[config.mk]
export PLATFORM = sky130hd
export DESIGN_NAME = irq_ctrl
export DESIGN_NICKNAME = d
export VERILOG_FILES = /design/src/rtl/irq_ctrl_pkg.sv /design/src/rtl/irq_src_cell.sv /design/src/rtl/irq_out_stage.sv /design/src/rtl/irq_ctrl.sv
export SDC_FILE = /design/constraint.sdc
export NUM_CORES = 1
export LEC_CHECK = 0
export CAP_MARGIN = 20
export CORE_ASPECT_RATIO = 1.4
export CORE_MARGIN = 2
export CORE_UTILIZATION = 34
export CTS_BUF_LIST = sky130_fd_sc_hd__clkbuf_16
export DETAILED_ROUTE_END_ITERATION = 16
export GPL_TIMING_DRIVEN = 0
export PLACE_DENSITY = 0.78
export SLEW_MARGIN = 20
export SYNTH_ARGS = -nofsm -noshare
export SYNTH_HDL_FRONTEND = slang
export SYNTH_HIERARCHICAL = 1
export SYNTH_SLANG_ARGS = --single-unit
[constraint.sdc]
create_clock -name clk_i -period 1.5 [get_ports clk_i]
set_clock_uncertainty 0.2 [all_clocks]
set_input_delay 0.15 -clock clk_i [delete_from_list [all_inputs] [get_ports clk_i]]
set_output_delay 0.15 -clock clk_i [all_outputs]
set_load 0.1 [all_outputs]
[src/rtl/irq_ctrl_pkg.sv]
package irq_ctrl_pkg;

  typedef enum logic [1:0] {
    POL_HIGH   = 2'b00,
    POL_LOW    = 2'b01,
    POL_HIGH_2 = 2'b10,
    POL_HIGH_3 = 2'b11
  } irq_pol_e;

  function automatic logic pol_is_low(input logic [1:0] code);
    return irq_pol_e'(code) == POL_LOW;
  endfunction

endpackage

[src/rtl/irq_src_cell.sv]
module irq_src_cell (
  input  logic clk_i,
  input  logic rst_ni,
  input  logic evt_i,
  input  logic clr_i,
  input  logic en_we_i,
  input  logic en_d_i,
  output logic status_o,
  output logic en_o,
  output logic pend_o
);

  logic evt_q;
  logic rise;

  assign rise = evt_i & ~evt_q;

  always_ff @(posedge clk_i or negedge rst_ni) begin
    if (!rst_ni) begin
      evt_q    <= 1'b0;
      status_o <= 1'b0;
      en_o     <= 1'b0;
    end else begin
      evt_q <= evt_i;
      // set has priority over clear
      if (rise)       status_o <= 1'b1;
      else if (clr_i) status_o <= 1'b0;
      if (en_we_i)    en_o     <= en_d_i;
    end
  end

  assign pend_o = status_o & en_o;

endmodule

[src/rtl/irq_out_stage.sv]
module irq_out_stage
  import irq_ctrl_pkg::*;
(
  input  logic       clk_i,
  input  logic       rst_ni,
  input  logic       req_i,
  input  logic [1:0] pol_i,
  output logic       irq_o
);

  always_ff @(posedge clk_i or negedge rst_ni) begin
    if (!rst_ni) irq_o <= 1'b0;
    else         irq_o <= req_i ^ pol_is_low(pol_i);
  end

endmodule

[src/rtl/irq_ctrl.sv]
module irq_ctrl #(
  parameter int              ADDR_W      = 12,
  parameter int              DATA_W      = 16,
  parameter int              NUM_SRC     = 2,
  parameter int              SRC_LSB     = 3,
  parameter int              POL_LSB     = 14,
  parameter logic [ADDR_W-1:0] STATUS_ADDR = 12'h102,
  parameter logic [ADDR_W-1:0] SRC_EN_ADDR = 12'h104,
  parameter logic [ADDR_W-1:0] FLAG_ADDR   = 12'h210,
  parameter logic [ADDR_W-1:0] MOD_EN_ADDR = 12'h21A,
  parameter logic [ADDR_W-1:0] CFG_ADDR    = 12'h218
) (
  input  logic              clk_i,
  input  logic              rst_ni,
  input  logic [ADDR_W-1:0] addr_i,
  input  logic [DATA_W-1:0] wdata_i,
  input  logic              wr_i,
  input  logic              rd_i,
  output logic [DATA_W-1:0] rdata_o,
  input  logic [NUM_SRC-1:0] evt_i,
  output logic              irq_o
);

  localparam int POL_W = 2;

  logic [NUM_SRC-1:0] status_q;
  logic [NUM_SRC-1:0] src_en_q;
  logic [NUM_SRC-1:0] pend;
  logic               mod_en_q;
  logic [POL_W-1:0]   pol_q;
  logic               flag;
  logic               wr_status, wr_src_en, wr_mod_en, wr_cfg;

  assign wr_status = wr_i && (addr_i == STATUS_ADDR);
  assign wr_src_en = wr_i && (addr_i == SRC_EN_ADDR);
  assign wr_mod_en = wr_i && (addr_i == MOD_EN_ADDR);
  assign wr_cfg    = wr_i && (addr_i == CFG_ADDR);

  for (genvar g = 0; g < NUM_SRC; g++) begin : g_src
    irq_src_cell u_cell (
      .clk_i    (clk_i),
      .rst_ni   (rst_ni),
      .evt_i    (evt_i[g]),
      .clr_i    (wr_status & wdata_i[SRC_LSB+g]),
      .en_we_i  (wr_src_en),
      .en_d_i   (wdata_i[SRC_LSB+g]),
      .status_o (status_q[g]),
      .en_o     (src_en_q[g]),
      .pend_o   (pend[g])
    );
  end

  always_ff @(posedge clk_i or negedge rst_ni) begin
    if (!rst_ni) begin
      mod_en_q <= 1'b0;
      pol_q    <= '0;
    end else begin
      if (wr_mod_en) mod_en_q <= wdata_i[0];
      if (wr_cfg)    pol_q    <= wdata_i[POL_LSB +: POL_W];
    end
  end

  assign flag = |pend;

  irq_out_stage u_out (
    .clk_i  (clk_i),
    .rst_ni (rst_ni),
    .req_i  (flag & mod_en_q),
    .pol_i  (pol_q),
    .irq_o  (irq_o)
  );

  always_comb begin
    rdata_o = '0;
    if (rd_i) begin
      if (addr_i == STATUS_ADDR)      rdata_o[SRC_LSB +: NUM_SRC] = status_q;
      else if (addr_i == SRC_EN_ADDR) rdata_o[SRC_LSB +: NUM_SRC] = src_en_q;
      else if (addr_i == FLAG_ADDR)   rdata_o[0] = flag;
      else if (addr_i == MOD_EN_ADDR) rdata_o[0] = mod_en_q;
      else if (addr_i == CFG_ADDR)    rdata_o[POL_LSB +: POL_W] = pol_q;
    end
  end

endmodule

## Yosys cells after proc, flatten, opt, wreduce, memory -nomap -nowiden

Index checks and enable logic that the tools add are counted.

| storage, ports and cells | value |
|---|---|
| output and inout bits | 17 |
| bits of input ports | 34 |
| word-level logic and storage cells | 50 |
| register bits | 10 |

| operators by class | value |
|---|---|
| equality and inequality tests | 6 |
| muxes and demuxes | 18 |
| reductions and logical operators | 7 |
| bitwise gates (word level) | 10 |

Operators by type and width:

| cell | number |
|---|---|
| $eq A12 B10 Y1 const B | 3 |
| $eq A12 B9 Y1 const B | 2 |
| $mux W2 | 9 |
| $mux W1 | 9 |
| $and A1 B1 Y1 | 7 |
| $logic_and A1 B1 Y1 | 4 |
| $reduce_bool A2 Y1 | 2 |
| $eq A2 B1 Y1 const B | 1 |
| $not A1 Y1 | 2 |
| $reduce_or A2 Y1 | 1 |
| $xor A1 B1 Y1 | 1 |

## Depth between registers and ports, before layout

Gate-level depths: netlist of run 1.

| logic depth | value |
|---|---|
| depth after elaboration | 7 |
| gate-level depth with buffers | 4 |
| depth with buffers taken out | 4 |

## Modules after synthesis

The synthesis of run 1 kept the hierarchy.

Modules (own cells, without submodules):

| module | cells each | sequential area each (µm²) | instances | area an instance (µm²) |
|---|---|---|---|---|
| irq_ctrl | 49 | 75.1 | 1 | 431.7 |
| irq_src_cell | 8 | 75.1 | 2 | 110.1 |
| irq_out_stage | 3 | 25.0 | 1 | 55.1 |

## Worst setup path after synthesis of run 1

OpenSTA, ideal clock, no wires.

| timing | value |
|---|---|
| path type | input to output |
| from | input addr_i[5] |
| to | output rdata_o[0] |
| buffers on the path | 0 |
| path slack | -1.808 ns |
| cell stages on the path | 3 |
| arrival time | 2.958 ns |
| data required time | 1.150 ns |
| cells stage by stage | nor4_1 and3_1 nor3b_1 |

| on the way | value |
|---|---|
| cells in the longest elaborated chain, start to end | 6 |
| elaborated cells on any way between the ends | 9 |
| classes of those cells | eq/ne (4); mux (5) |

RTL lines:

| what | line | text |
|---|---|---|
| from (decl) | irq_ctrl.sv:15 | `input logic [ADDR_W-1:0] addr_i,` |
| $eq A12 B10 Y1 | irq_ctrl.sv:79 | `else if (addr_i == MOD_EN_ADDR) rdata_o[0] = mod_en_q;` |
| $mux W1 | irq_ctrl.sv:79 |  |
| $mux W1 | irq_ctrl.sv:78 | `else if (addr_i == FLAG_ADDR) rdata_o[0] = flag;` |
| $mux W1 | irq_ctrl.sv:77 | `else if (addr_i == SRC_EN_ADDR) rdata_o[SRC_LSB +: NUM_SRC] = src_en_q;` |
| $mux W1 * | irq_ctrl.sv:76 | `if (addr_i == STATUS_ADDR) rdata_o[SRC_LSB +: NUM_SRC] = status_q;` |
| $mux W1 * | irq_ctrl.sv:75 | `if (rd_i) begin` |
| to (decl) | irq_ctrl.sv:19 | `output logic [DATA_W-1:0] rdata_o,` |

Every way passes the cells marked *; elsewhere a longest branch is shown, timed or not.

## Worst setup path in the final report of run 1

| timing | value |
|---|---|
| from | register g_src[1].u_cell.en_o |
| to | output rdata_o[0] |

| on the way | value |
|---|---|
| cells in the longest elaborated chain, start to end | 6 |

RTL lines:

| what | line | text |
|---|---|---|
| from (decl) | irq_src_cell.sv:9 | `output logic en_o,` |
| from (signal assigned) | irq_src_cell.sv:28 | `if (en_we_i) en_o <= en_d_i;` |
| $and A1 B1 Y1 | irq_src_cell.sv:32 | `assign pend_o = status_o & en_o;` |
| named net pend[1] | irq_ctrl.sv:28 | `logic [NUM_SRC-1:0] pend;` |
| $reduce_or A2 Y1 | irq_ctrl.sv:63 | `assign flag = \|pend;` |
| $mux W1 | irq_ctrl.sv:78 |  |
| $mux W1 | irq_ctrl.sv:77 |  |
| $mux W1 | irq_ctrl.sv:76 |  |
| $mux W1 | irq_ctrl.sv:75 |  |

The timed path passes the listed nets, and every way through them passes these cells.

==> results.json, run 1 <==
{
  "status": "finished, violations left",
  "violations": "setup timing",
  "critical-path-slowest-cell": "dfrtp_1",
  "drtPass1Iterations": 3,
  "cts_tree": "yes",
  "p_leak_nw": 0.6725,
  "io_buffers": 28,
  "irDropWorstVdd_uv": 692.4,
  "crit-reg2reg-capture": "g_src[1].u_cell/en_o",
  "synth_warnings": 6,
  "maxSlewViolCount": 0,
  "place_area_um2": 1126,
  "worst-slew-pin-transition_ns": 0.5402,
  "finalHoldViolations": 0,
  "yosysMostFrequentCell": "buf_4",
  "grt_first_pass_wirelength_um": 2711,
  "ys_seq_area_frac": 0.3540,
  "cp-end-kind": "output port",
  "avgSynthCellArea_um2": 10.40,
  "path_cells": "and2_1 -> nor2_1 -> o31a_1 -> nor3b_4 -> buf_12",
  "crit_fanout": 2,
  "synth-edff-count": 0,
  "max-cap-violations": 0,
  "numCtsBuffers": 3,
  "place.gp.congestion": 0.7236,
  "coreArea_um2": 1973,
  "grt_overflow": 0,
  "synth_cells": 68,
  "hpwl_um": 1317,
  "std_cell_rows": 19,
  "antenna_found_initial": 0,
  "num_antenna_cells": 0,
  "h-tree-depth": 1,
  "setup_viol": 9,
  "hold_class": "input pin to asynchronous set/reset pin",
  "grt_usage": 0.1440,
  "worst-setup-path-type": "flip-flop to output port",
  "viasPerCell": 4.755,
  "p_per_area_nw_per_um2": 714.2,
  "period_minus_slack_ns": 1.800,
  "worst_slack_ns": -0.3002,
  "syn_to_final_growth_pct": 95.75,
  "hold_buffers": 0,
  "regToRegSetupSlack_ns": 0.21,
  "synth_cell_types": 28,
  "ys_async_sr_fraction": 1.000,
  "fillerInstances": 153,
  "r2r_cells": 4,
  "drive_above_1_share": 0.5902,
  "cp-start-kind": "flip-flop",
  "die-area_um2": 2465,
  "fin_nets": 158,
  "wl_per_cell_um": 13.28,
  "synth_common_cells": "buf_4, dfrtp_1, nor2_1",
  "dieHeight_um": 57.95,
  "clock_path_buffers": 2,
  "ant_nets": 0,
  "rsz0062_at_grt": "true",
  "initial_core_util": 0.3583,
  "clk_transition_reported_paths_ns": 0.04,
  "yosys.area.top_type_share": 0.3540,
  "yosys_most_used_dff": "dfrtp_1",
  "design_area_um2": 1384,
  "period_share": 1.200,
  "post-route-drc-count": 0,
  "r2r_start": "g_src[1].u_cell/en_o",
  "grt_max_degree": 11,
  "final_util": 0.7013,
  "netlist_area_um2": 706.9,
  "netlist_top_cells_area": "dfrtp_1, buf_4, mux2_4",
  "postRouteWirelength_um": 1899,
  "clk_latency_ns": 0.23,
  "chipWidth_um": 42.54,
  "slew_headroom": 0.6415,
  "synth_seq_cells": 10,
  "max_freq_ghz": 0.5555,
  "clkSinkCount": 10,
  "vias": 680,
  "slowest_delay_ns": 0.34,
  "top_level_ports": 51,
  "dpl_worst_slack_ns": -1.413,
  "crit_arrival_ns": 1.45,
  "first_global_vias": 686,
  "cts_root_buf": "clkbuf_16",
  "drt_iter0_drc": 3,
  "worstPathRequired_ns": 1.15,
  "synth_top_area_cell": "dfrtp_1"
}
-- registers in the layout, indices dropped and copies added, names as in the netlist --
| name | count |
|---|---|
| g_src.u_cell/en_o | 2 |
| g_src.u_cell/evt_q | 2 |
| g_src.u_cell/status_o | 2 |
| pol_q | 2 |
| mod_en_q | 1 |
| u_out/irq_o | 1 |
-- what timing repair did --
action	CTS	global route
endpoints found under the setup margin	13	8
pin swaps	11	4
buffers inserted	10	3
gates resized for setup	98	19
-- placed cells by master, fill, tap and decap left out, types with 4 or more instances in the layout --
cell,netlist,layout
conb_1,1,11
buf_2,0,5
buf_12,0,5
mux2_4,2,5
and2_1,4,4
dfrtp_1,10,10
clkdlybuf4s50_1,0,8
inv_1,4,4
buf_6,0,8
buf_4,11,20
-- power by group --
part           internal, mW  switching [mW]  total, mW
Clock                 0.344           0.105      0.449
Combinational        0.0867           0.176      0.263
Sequential            0.275         0.00149      0.276
Total                 0.705           0.283      0.988
-- cells by family after synthesis --
| kind of cell | after synthesis | synth area share |
|---|---|---|
| AOI/OAI and AO/OA | 5 | 0.05132 |
| xor gates and xnor gates | 1 | 0.02302 |
| buffers and inverters | 15 | 0.1380 |
| DFF | 10 | 0.3540 |
| muxes | 5 | 0.09026 |
| other | 1 | 0.005305 |
| and+or+nand+nor | 31 | 0.3381 |
-- worst max-delay path, delay by kind of cell (launching register included) --
kind	cells	cell delay [ns]
AO/OA/AOI/OAI	1	0.27
flip-flops	1	0.34
buffers and inverters	1	0.20
AND/OR/NAND/NOR	3	0.40
-- per-stage QoR --
stage / TNS, ns / std cells / total power, mW / hold WS (ns)
3_3_place_gp: -10.34 / 127 / 0.5304 / 0.2023
6_report: -0.7143 / 143 / 0.9883 / 0.03691
2_1_floorplan: -0.6347 / 78 / 0.4502 / -0.3456
3_5_place_dp: -10.53 / 127 / 0.5326 / 0.2129
5_1_grt: -1.122 / 143 / 1.021 / 0.07439
4_1_cts: -1.050 / 140 / 0.9885 / 0.04703
-- per-layer routing --
| metal | wire, µm | vias to the layer above | global-route usage |
|---|---|---|---|
| li1 | - | 331 | - |
| met1 | 650 | 315 | 0.1526 |
| met2 | 1089 | 30 | 0.2637 |
| met3 | 126 | 4 | 0.02804 |
| met4 | 33 | 0 | 0.07589 |
| met5 | 0 | - | 0 |
-- worst max path at each step --
stage	start	endpoint	slack [ns]	cells after the start
floorplan	g_src[1].u_cell/status_o	rdata_o[0]	-0.44	4
global placement	addr_i[5]	rdata_o[0]	-1.39	5
detailed placement	addr_i[9]	rdata_o[3]	-1.41	5
CTS	g_src[1].u_cell/en_o	rdata_o[0]	-0.32	5
global route	g_src[1].u_cell/en_o	rdata_o[0]	-0.35	5
finish	g_src[1].u_cell/en_o	rdata_o[0]	-0.30	5
-- area by class of cell --
class	count	area [µm²]	area share
buffer	11	82.58	0.05967
clock buffer	3	75.07	0.05425
timing repair buffer	41	406.6	0.2939
inverter	4	15.01	0.01085
tap	21	26.28	0.01899
multi-input combinational	53	528.0	0.3816
sequential	10	250.2	0.1808
(Power assumes the default switching activity.)
==> run 2: changes to the inputs <==
Settings changed: CORE_ASPECT_RATIO 1.4 to unset.
==> results.json, run 2 (synthesis results as in run 1) <==
{
  "crit_fanout": 2,
  "top_level_ports": 51,
  "cts_root_buf": "clkbuf_16",
  "syn_to_final_growth_pct": 97.88,
  "ff_latch_area_um2": 250.2,
  "antenna_found_initial": 0,
  "p_switching_mw": 0.2984,
  "hold_class": "input pin to asynchronous set/reset pin",
  "wl_met1_um": 727,
  "drive_above_1_share": 0.5574,
  "irDropWorstVdd_uv": 658.1,
  "setup_viol": 8,
  "worst-slew-pin-transition_ns": 0.5454,
  "crit_arrival_ns": 1.50,
  "max-cap-violations": 0,
  "numCtsBuffers": 3,
  "cp-start-kind": "flip-flop",
  "first_global_vias": 695,
  "slowest_delay_ns": 0.35,
  "combPwrFrac": 0.263,
  "drtPass1Iterations": 1,
  "cp-end-kind": "output port",
  "clk_latency_ns": 0.24,
  "vias": 691,
  "clkPwrFrac": 0.464,
  "critical-path-slowest-cell": "dfrtp_1",
  "netSwitchingFraction": 0.2954,
  "io_buffers": 28,
  "ant_nets": 0,
  "p_per_area_nw_per_um2": 722.2,
  "violations": "setup timing",
  "grt_first_pass_wirelength_um": 3263,
  "regToRegSetupSlack_ns": 0.27,
  "place.gp.congestion": 0.6966,
  "grt_usage": 0.1823,
  "maxSlewViolCount": 0,
  "drt_iter0_drc": 0,
  "layout_commonest_cell": "buf_4",
  "met3WireLength_um": 175,
  "clock_path_buffers": 2,
  "chipWidth_um": 49.60,
  "multi_input_area_um2": 539.3,
  "std_cell_rows": 16,
  "period_minus_slack_ns": 1.846,
  "top_layer": "met4",
  "grt_overflow": 0,
  "finalHoldViolations": 0,
  "path_cells": "and2_1 -> nor2_1 -> o31a_1 -> nor3b_4 -> buf_12",
  "h-tree-depth": 1,
  "status": "finished, violations left",
  "post-route-drc-count": 0,
  "fin_nets": 157,
  "p_leak_nw": 0.6730,
  "clkSinkCount": 10,
  "met2_length_um": 1163,
  "coreArea_um2": 1962,
  "fillerInstances": 148,
  "viasPerCell": 4.638,
  "dieHeight_um": 49.60,
  "seq_power_share": 0.273,
  "num_antenna_cells": 0,
  "grt_max_degree": 11,
  "postRouteWirelength_um": 2092,
  "period_share": 1.231,
  "initial_core_util": 0.3603,
  "slew_headroom": 0.6381,
  "p_total_mw": 1.010,
  "rsz0062_at_grt": "true",
  "worstPathRequired_ns": 1.15,
  "final_cell_mix": "buf_4, conb_1, dfrtp_1",
  "worst-setup-path-type": "flip-flop to output port",
  "wl_per_cell_um": 14.04,
  "fin_tns_setup_ns": -1.004,
  "worst_slack_ns": -0.3460,
  "p_int_mw": 0.7119,
  "clk_transition_reported_paths_ns": 0.04,
  "hpwl_um": 1348,
  "hold_slack_ns": 0.02769,
  "max_freq_ghz": 0.5417,
  "die-area_um2": 2460,
  "cts_tree": "yes"
}
==> run 2: cell types whose count changed in the layout (fill, tap and decap cells not counted), sizes merged <==
cell           delta
buf               -3
clkbuf            -2
clkdlybuf4s15     +2
dlygate4sd2       +2
clkinv            +1
==> run 2: worst max-delay path, delay by kind of cell (launching register included) <==
| family | cells | cell delay (ns) |
|---|---|---|
| compound gates | 1 | 0.27 |
| buf+inv | 1 | 0.21 |
| simple gates | 3 | 0.43 |
| flops | 1 | 0.35 |
==> run 2: area by class of cell <==
| class | instances | share of cell area |
|---|---|---|
| tap | 27 | 0.02415 |
| sequential | 10 | 0.1789 |
| timing repair buffer | 40 | 0.2853 |
| buffer | 11 | 0.05903 |
| multi-input combinational | 53 | 0.3855 |
| clock inverter | 1 | 0.002683 |
| clock buffer | 3 | 0.05367 |
| inverter | 4 | 0.01073 |
==> run 2: stage by stage <==
step	util	area, µm²	instances	worst slack (ns)
after floorplan	-	819.5	78	-0.4439
after global placement	0.5778	1134	133	-1.425
after detailed placement	0.5778	1134	133	-1.445
after CTS	0.6958	1365	146	-0.3315
after global routing	0.7130	1399	149	-0.4152
final	0.7130	1399	149	-0.3460
==> run 2: timing repair <==
item / 4_1_cts / 5_1_grt
gates resized for setup: 102 / 9
endpoints found under the setup margin: 13 / 10
pin swaps: 11 / 4
buffers inserted: 10 / 3
hold buffers: 0 / 0
==> run 2: worst paths after layout <==
check / from / to / cells past startpoint
min in group clk_i: evt_i[0] / g_src[0].u_cell/evt_q / 1
min: rst_ni / g_src[0].u_cell/en_o / 1
max: g_src[0].u_cell/en_o / rdata_o[0] / 5
max in group asynchronous: rst_ni / u_out/irq_o / 1
min reg2reg: g_src[0].u_cell/evt_q / g_src[0].u_cell/status_o / 1
max reg2reg: g_src[0].u_cell/en_o / g_src[0].u_cell/en_o / 3
==> run 2: power groups by stage <==
stage	Combinational, mW	Clock (mW)	Sequential (mW)
floorplan	0.170	0	0.280
global placement	0.251	0	0.279
detailed placement	0.253	0	0.279
CTS	0.257	0.477	0.276
global route	0.276	0.499	0.276
finish	0.266	0.469	0.276
==> run 2: per-layer routing <==
metal  GRT usage  up-vias
li1            -      329
met5           0        -
met1      0.1638      327
met2      0.3578       31
met3     0.06970        4
met4     0.06944        0
==> run 3: changes to the inputs <==
Settings changed: GPL_ROUTABILITY_DRIVEN set to 0, HOLD_SLACK_MARGIN set to 0.1, REMOVE_ABC_BUFFERS set to 1.
==> results.json, run 3 (synthesis results as in run 1) <==
{
  "status": "finished, violations left",
  "violations": "setup timing",
  "dp.cells": 122,
  "initial_core_util": 0.3603,
  "crit_fanout": 2,
  "num_antenna_cells": 0,
  "layout_commonest_cell": "conb_1",
  "drive_above_1_share": 0.4815,
  "grt_max_degree": 11,
  "maxSlewViolCount": 0,
  "setup_viol": 6,
  "fin_tns_setup_ns": -0.4528,
  "period_minus_slack_ns": 1.783,
  "crit_arrival_ns": 1.43,
  "vias": 625,
  "p_leak_nw": 0.5686,
  "std_cell_rows": 16,
  "clock_path_buffers": 2,
  "rsz0062_at_grt": "true",
  "clkPwrFrac": 0.474,
  "final_cells": 135,
  "netSwitchingFraction": 0.2939,
  "h-tree-depth": 1,
  "viasPerCell": 4.630,
  "drt_iter0_drc": 7,
  "dieHeight_um": 49.60,
  "top_level_ports": 51,
  "cp-end-kind": "output port",
  "slew_headroom": 0.6350,
  "worst-setup-path-type": "flip-flop to output port",
  "irDropWorstVdd_uv": 533.2,
  "fin_nets": 144,
  "cp-start-kind": "flip-flop",
  "hold_slack_ns": 0.1891,
  "combPwrFrac": 0.242,
  "clkSinkCount": 10,
  "seq_power_share": 0.284,
  "postRouteWirelength_um": 1806,
  "r2r_cells": 4,
  "io_buffers": 28,
  "max_freq_ghz": 0.5607,
  "hold_class": "input pin to flip-flop",
  "p_switching_mw": 0.2852,
  "p_per_area_nw_per_um2": 795.4,
  "grt_usage": 0.1675,
  "ant_nets": 0,
  "coreArea_um2": 1962,
  "drtPass1Iterations": 4,
  "hpwl_um": 1190,
  "hold_depth": 1,
  "p_int_mw": 0.6851,
  "post-route-drc-count": 0,
  "numCtsBuffers": 3,
  "max-cap-violations": 0,
  "die-area_um2": 2460,
  "final_cell_mix": "conb_1, dfrtp_1, buf_4",
  "cts_tree": "yes",
  "syn_to_final_growth_pct": 72.57,
  "grt_overflow": 0,
  "period_share": 1.189,
  "clk_transition_reported_paths_ns": 0.04,
  "finalHoldViolations": 0,
  "chipWidth_um": 49.60,
  "wl_per_cell_um": 13.38,
  "worst_slack_ns": -0.2835,
  "first_global_vias": 616,
  "worstPathRequired_ns": 1.15,
  "worst-slew-pin-transition_ns": 0.5500,
  "clk_latency_ns": 0.23,
  "antenna_found_initial": 0,
  "cts_root_buf": "clkbuf_16",
  "fillerInstances": 144,
  "grt_first_pass_wirelength_um": 3077
}
==> run 3: power groups by stage <==
| stage | Combinational (mW) | Sequential, mW | Clock, mW |
|---|---|---|---|
| floorplan | 0.141 | 0.280 | 0 |
| global placement | 0.216 | 0.279 | 0 |
| detailed placement | 0.218 | 0.279 | 0 |
| CTS | 0.227 | 0.276 | 0.470 |
| global route | 0.244 | 0.276 | 0.484 |
| finish | 0.235 | 0.276 | 0.460 |
==> run 3: cell type report <==
| class | count | area, µm² | area share |
|---|---|---|---|
| Inverter | 4 | 15.01 | 0.01231 |
| Tap cell | 27 | 33.78 | 0.02769 |
| Timing Repair Buffer | 38 | 347.8 | 0.2851 |
| Sequential cell | 10 | 250.2 | 0.2051 |
| Clock buffer | 3 | 75.07 | 0.06154 |
| Multi-Input combinational cell | 53 | 498.0 | 0.4082 |
==> run 3: per-stage QoR <==
step | cell area (µm²) | util | setup slack, ns | power, mW
2_1_floorplan | 661.9 | - | -1.808 | 0.4213
3_3_place_gp | 975.9 | 0.4974 | -1.619 | 0.4953
3_5_place_dp | 975.9 | 0.4974 | -1.585 | 0.4970
4_1_cts | 1205 | 0.6142 | -0.2735 | 0.9729
5_1_grt | 1220 | 0.6218 | -0.3733 | 1.004
6_report | 1220 | 0.6218 | -0.2835 | 0.9703
==> run 3: path summary, 6_finish.rpt <==
kind / start / endpoint / slack (ns)
setup reg to reg: g_src[1].u_cell/en_o / u_out/irq_o / 0.28
min in group asynchronous: rst_ni / g_src[0].u_cell/evt_q / 0.60
hold reg to reg: g_src[1].u_cell/evt_q / g_src[1].u_cell/status_o / 0.21
setup / recovery: g_src[1].u_cell/en_o / rdata_o[0] / -0.28
hold / removal: evt_i[1] / g_src[1].u_cell/evt_q / 0.19
max in group asynchronous: rst_ni / g_src[0].u_cell/status_o / 0.19
==> run 3: layer usage <==
layer,global-route usage,wire length (µm)
met3,0.04848,136
met2,0.2756,894
met1,0.1977,763
met4,0.08333,11
met5,0,0
==> run 3: timing repair <==
action                                  CTS  global route
buffers inserted                          8             1
hold buffers                              1             0
resized for setup                       105            11
endpoints found under the hold margin    10             0
endpoints found under the setup margin   13            10
pin swaps                                14             6
==> run 3: worst max-delay path, cell delays in order, from the launching register on <==
cell and delay [ns]:
dfrtp_1 0.35, and2_1 0.13, nor2_1 0.06, o31a_1 0.24, nor3b_2 0.17, buf_6 0.25
